--- config.mk ---
export PLATFORM = sky130hd
export DESIGN_NAME = serial_accum_adder
export DESIGN_NICKNAME = d
export VERILOG_FILES = /design/src/rtl/serial_accum_adder.sv
export SDC_FILE = /design/constraint.sdc
export NUM_CORES = 1
export LEC_CHECK = 0
export CAP_MARGIN = 20
export CORE_MARGIN = 4
export CORE_UTILIZATION = 46
export CTS_BUF_LIST = sky130_fd_sc_hd__clkbuf_16
export CTS_CLUSTER_DIAMETER = 150
export DETAILED_ROUTE_END_ITERATION = 10
export PLACE_DENSITY = 0.76
export SYNTH_ARGS = -nofsm -noshare
export SYNTH_HDL_FRONTEND = slang
export SYNTH_SLANG_ARGS = --single-unit
--- constraint.sdc ---
create_clock -name clk -period 3.4 [get_ports clk]
set_input_delay 0.51 -clock clk [delete_from_list [all_inputs] [get_ports clk]]
set_output_delay 0.51 -clock clk [all_outputs]
set_load 0.05 [all_outputs]
--- src/rtl/serial_accum_adder.sv ---
module serial_accum_adder #(
  parameter int N = 8
) (
  input  logic         clk,
  input  logic         rst_n,
  input  logic         start,
  input  logic         load_a,
  input  logic         shift_en,
  input  logic [N-1:0] a_in,
  input  logic [N-1:0] b_in,
  output logic [N-1:0] acc,
  output logic         carry_out,
  output logic         busy,
  output logic         done
);
  localparam int CW = $clog2(N);
  localparam logic [CW-1:0] LAST = CW'(N - 1);

  logic [N-1:0]  a_q, b_q;
  logic          c_q, busy_q, done_q;
  logic [CW-1:0] step_q;

  // legal width range
  initial assert (N >= 2 && N <= 32);

  wire take   = start & ~busy_q;
  wire step   = busy_q & shift_en;
  wire fa_sum = a_q[0] ^ b_q[0] ^ c_q;
  wire fa_cy  = (a_q[0] & b_q[0]) | (c_q & (a_q[0] ^ b_q[0]));

  always_ff @(posedge clk or negedge rst_n) begin
    if (!rst_n) begin
      a_q    <= '0;
      b_q    <= '0;
      c_q    <= 1'b0;
      busy_q <= 1'b0;
      done_q <= 1'b0;
      step_q <= '0;
    end else begin
      done_q <= 1'b0;
      if (take) begin
        b_q    <= b_in;
        if (load_a) a_q <= a_in;
        c_q    <= 1'b0;
        step_q <= '0;
        busy_q <= 1'b1;
      end else if (step) begin
        a_q    <= {fa_sum, a_q[N-1:1]};
        b_q    <= {1'b0, b_q[N-1:1]};
        c_q    <= fa_cy;
        step_q <= step_q + 1'b1;
        if (step_q == LAST) begin
          busy_q <= 1'b0;
          done_q <= 1'b1;
        end
      end
    end
  end

  assign acc       = a_q;
  assign carry_out = c_q;
  assign busy      = busy_q;
  assign done      = done_q;

  assert_start_clears_R2: assert property (@(posedge clk) disable iff (!rst_n)
    (start && !busy) |=> (busy && !carry_out));

  assert_done_pulse_R4: assert property (@(posedge clk) disable iff (!rst_n)
    done |=> !done);

  assert_done_idle_R4: assert property (@(posedge clk) disable iff (!rst_n)
    done |-> !busy);

  assert_pass_end_R3: assert property (@(posedge clk) disable iff (!rst_n)
    $fell(busy) |-> done);

  assert_hold_paused_R5: assert property (@(posedge clk) disable iff (!rst_n)
    (busy && !shift_en) |=> ($stable(acc) && $stable(carry_out) && busy));

  assert_start_ignored_R6: assert property (@(posedge clk) disable iff (!rst_n)
    (busy && start && !shift_en) |=> $stable(acc));
endmodule

==> impl_summary.txt <==
----------------------------------------------------
[Die]
  Die outline area ... 3398 um2
  Placement row count ... 17
  Total core area ... between 2000 and 2500 um2
  Starting Density ... between 50 and 60%
  Die width ... 58.30 um
  Vertical extent of the die ... between 50 and 60 um
  IO Count ... 32

[Layout]
  Non-Filler Instances ... 161
  Design Area, Final ... 1550 um2
  Nets ... 158
  Layout overhead on the synthesized area ... 33.23%
  Antenna diode count ... 0
  Fraction of layout cells with a size suffix above 1 ... 9.774%

[Synthesis]
  Sequential element share of the synthesized area ... 47.31%
  Cell variety after synth ... 25
  Post-synthesis instance area ... between 1000 and 1500 um2
  Cells after Synth ... 103
  Count of state elements after synthesis ... 22
  Net count after synthesis ... 127
  Number of warnings reported in the yosys synthesis log ... 0
  Mean area per synthesized cell ... 11.30 um2

[Worst setup path]
  Crit. Startpoint ... busy
  CP endpoint kind ... primary output
  Register-to-Register Path Depth ... 4
  Peak fanout along the critical path ... 32
  Top Family by Delay on Critical Path ... buffers and inverters
  Timing endpoint of the critical path ... busy
  Arrival @ worst endpoint ... roughly 1.7 ns
  Worst reg2reg endpoint ... step_q[2]
  Cell depth of the worst setup path ... 2
  Critical path type ... reg2out
  Worst path bufs/invs ... 2
  Startpoint of the lowest-slack register-to-register path ... step_q[0]
  Slowest stage cell, crit path ... sky130_fd_sc_hd__clkdlybuf4s50_1
  Worst Setup Start Kind ... flip-flop
  Internal reg-to-reg setup slack ... 1.92 ns
  WP data required ... 2.89 ns
  Maximum cell stage delay along the critical path ... 0.87 ns
  Cells along the critical path ... buf_4 > clkdlybuf4s50_1

[Placement]
  Pre-CTS setup slack ... approximately 1.2 ns
  Post-detailed-placement half-perimeter wirelength ... 1596 um
  Number of placed instances, taps included ... 156
  Placer congestion estimate ... approximately 0.7
  Placed cell areas ... 1444 um2
  Number of buffers inserted by port buffering ... 31

[STA]
  Final hold vios ... 0
  Worst Tran Pin Value ... 0.6857 ns
  Part of the cycle the worst path needs ... 66.31%
  Final critical path time including I/O delays and setup ... 2.255 ns
  Endpoints failing setup ... 0
  Worst-case headroom to the max-slew limit ... 54.14%
  Setup tns final ... 0 ns
  Final setup slack of the worst path ... 1.145 ns
  Worst clock skew on the final layout ... roughly 0.0017 ns
  Max Clk Rate ... 0.4435 GHz
  Unrepaired setup endpoints after global routing ... no
  Count of final max-slew check failures ... 0

[Drt]
  Detailed-route via count ... approximately 900
  Drt drc ... 0
  Drt first pass iters ... 3
  Detailed router's first-iteration violation count ... 15
  Via density ... 5.509
  Detail Route Antenna Nets ... 0
  Wirelength, routed ... 2380 um
  Routed wire per std cell ... 14.78 um

[Global routing]
  Number of antenna violations at the first check in global routing ... 0
  Busiest layer in global routing ... met2
  Overflow left after global routing ... 0
  Pin count of the biggest net entering global routing ... 33
  Met1 routing resource usage after global routing ... 20.28%
  Tot GR Track Use ... 14.97%
  Via count of the first global-routing pass ... 825
  Met3 usage ... under 10%
  First-pass GRT wire length ... ~3900 um
  Grt met2 use ... between 20% and 30%

[Pwr]
  Internal cell power ... 0.8186 mW
  Total power per unit cell area ... between 800 and 900 nW/um2
  Sw frac ... between 40% and 50%
  Worst supply voltage drop on vdd ... 490.7 uV
  Register share of total power ... between 30% and 40%
  Sw Pwr ... 0.5574 mW
  Clk network pwr share ... 18.1%
  Total power draw ... 1.376 mW
  Relative contribution of combinational cells to total power ... between 40% and 50%
  Lkg Pwr ... 0.6738 nW

[CTS]
  CTS H-Tree Depth ... 1
  Post-CTS sizing ... 0
  Clock sink count ... 22
  Insertion delay of the later-clocked pin in the worst-skew pair ... 0.25 ns
  Number of setup buffers added after CTS ... 0
  Clk pin slew, worst setup/hold paths ... 0.06 ns
  Clock tree from TritonCTS ... yes
  CTS root buffer ... sky130_fd_sc_hd__clkbuf_16
  Cts bufs inserted ... 3
  CTS Hold Buffers Added ... 0
  Clk buf depth ... 2

[Outcome]
  Run status ... complete, no violations

[Min path]
  Worst hold path type ... in2async

[Job]
  Max-cap check violation count ... 0

----------------------------------------------------
==> registers in the layout (all words and copies together), names as in the netlist <==
register / flops
acc: 8
b_q: 8
busy: 1
carry_out: 1
done: 1
step_q: 3
==> stage by stage <==
step                util (%)  hold slack [ns]
global placement       62.28           0.5085
global route           66.86           0.4794
CTS                    65.68           0.5354
floorplan                  -           0.2144
finish                 66.86           0.4791
detailed placement     62.28           0.5150
==> layer usage <==
layer / vias up / part of all wire (%)
li1: 440 / -
met1: 419 / 44
met2: 26 / 49
met3: 2 / 6.8
met4: 0 / 0.42
met5: - / 0
==> area by class of cell <==
cell class	instances	area, um2
flip-flops and latches	22	550.5
fillers	191	768.2
inverters	3	11.26
multi-input cells	70	521.8
repair buffers	34	352.8
well taps	28	35.03
clock buffers	3	75.07
clock inverters	1	3.754
==> worst register-to-register path: cells and delay by family (launching register included) <==
kind	cells	cell delay, ns
AO/OA/AOI/OAI	1	0.22
adder cells (fa/ha/maj)	2	0.48
flip-flops	1	0.41
multiplexers	1	0.26
==> how the worst min path moves through the flow <==
stage                    from        end  slack, ns  cells after the start
finish                  rst_n     acc[3]       0.48                      1
global route            rst_n     acc[3]       0.48                      1
CTS                 step_q[2]  step_q[2]       0.54                      1
detailed placement  step_q[2]  step_q[2]       0.52                      1
global placement    step_q[2]  step_q[2]       0.51                      1
floorplan               rst_n     acc[0]       0.21                      0
==> synthesized netlist by cell type <==
| cell | number | area, um2 |
|---|---|---|
| sky130_fd_sc_hd__a211oi_1 | 7 | 52.55 |
| sky130_fd_sc_hd__a21oi_1 | 19 | 95.09 |
| sky130_fd_sc_hd__a22o_1 | 4 | 35.03 |
| sky130_fd_sc_hd__a31oi_1 | 1 | 6.260 |
| sky130_fd_sc_hd__and3_2 | 1 | 7.510 |
| sky130_fd_sc_hd__buf_12 | 1 | 20.02 |
| sky130_fd_sc_hd__buf_4 | 3 | 22.52 |
| sky130_fd_sc_hd__buf_6 | 3 | 33.78 |
| sky130_fd_sc_hd__clkbuf_1 | 1 | 3.750 |
| sky130_fd_sc_hd__dfrtp_1 | 22 | 550.5 |
| sky130_fd_sc_hd__fa_1 | 1 | 20.02 |
| sky130_fd_sc_hd__ha_1 | 2 | 25.02 |
| sky130_fd_sc_hd__inv_1 | 3 | 11.26 |
| sky130_fd_sc_hd__mux2_2 | 2 | 22.52 |
| sky130_fd_sc_hd__mux2i_1 | 9 | 90.09 |
| sky130_fd_sc_hd__nand2_1 | 2 | 7.510 |
| sky130_fd_sc_hd__nand2_2 | 1 | 6.260 |
| sky130_fd_sc_hd__nand3_1 | 1 | 5.000 |
| sky130_fd_sc_hd__nand3b_4 | 1 | 20.02 |
| sky130_fd_sc_hd__nor2_1 | 1 | 3.750 |
| sky130_fd_sc_hd__nor2_4 | 1 | 11.26 |
| sky130_fd_sc_hd__nor2b_1 | 7 | 43.79 |
| sky130_fd_sc_hd__o221a_2 | 1 | 11.26 |
| sky130_fd_sc_hd__o22ai_1 | 8 | 50.05 |
| sky130_fd_sc_hd__xor2_1 | 1 | 8.760 |
==> power by group through the flow <==
stage               clock network, mW  registers, mW  logic (mW)
global route                    0.260          0.478       0.727
CTS                             0.252          0.462       0.669
global placement                    0          0.459       0.644
floorplan                           0          0.642       0.290
detailed placement                  0          0.464       0.663
finish                          0.248          0.461       0.666
==> cells in the final DEF (no fill, tap or decap) <==
cell	n
sky130_fd_sc_hd__a21oi_1	19
sky130_fd_sc_hd__nand3_1	1
sky130_fd_sc_hd__clkbuf_16	3
sky130_fd_sc_hd__ha_1	2
sky130_fd_sc_hd__o22ai_1	8
sky130_fd_sc_hd__buf_4	2
sky130_fd_sc_hd__mux2i_1	9
sky130_fd_sc_hd__clkdlybuf4s50_1	31
sky130_fd_sc_hd__nand2_2	1
sky130_fd_sc_hd__clkinv_1	1
sky130_fd_sc_hd__nand3b_4	1
sky130_fd_sc_hd__a31oi_1	1
sky130_fd_sc_hd__dfrtp_1	22
sky130_fd_sc_hd__nor2_1	1
sky130_fd_sc_hd__inv_1	3
sky130_fd_sc_hd__xor2_1	1
sky130_fd_sc_hd__nor2b_1	7
sky130_fd_sc_hd__nand2_1	2
sky130_fd_sc_hd__mux2_2	2
sky130_fd_sc_hd__nor2_4	1
sky130_fd_sc_hd__and3_2	1
sky130_fd_sc_hd__a22o_1	4
sky130_fd_sc_hd__a211oi_1	7
sky130_fd_sc_hd__buf_16	1
sky130_fd_sc_hd__o221a_2	1
sky130_fd_sc_hd__fa_1	1
==> kinds of logic (layout without fill, tap and decap cells) <==
logic type / count (synthesis) / count (layout) / synth area share, %
AOI/OAI and AO/OA: 40 / 40 / 21.51
DFF: 22 / 22 / 47.31
xor gates and xnor gates: 1 / 1 / 0.7528
and+or+nand+nor: 15 / 15 / 9.032
muxes: 11 / 11 / 9.678
buffers and inverters: 11 / 41 / 7.849
adders and majority gates: 3 / 3 / 3.871
No activity file was read; power rests on OpenSTA's default activity.
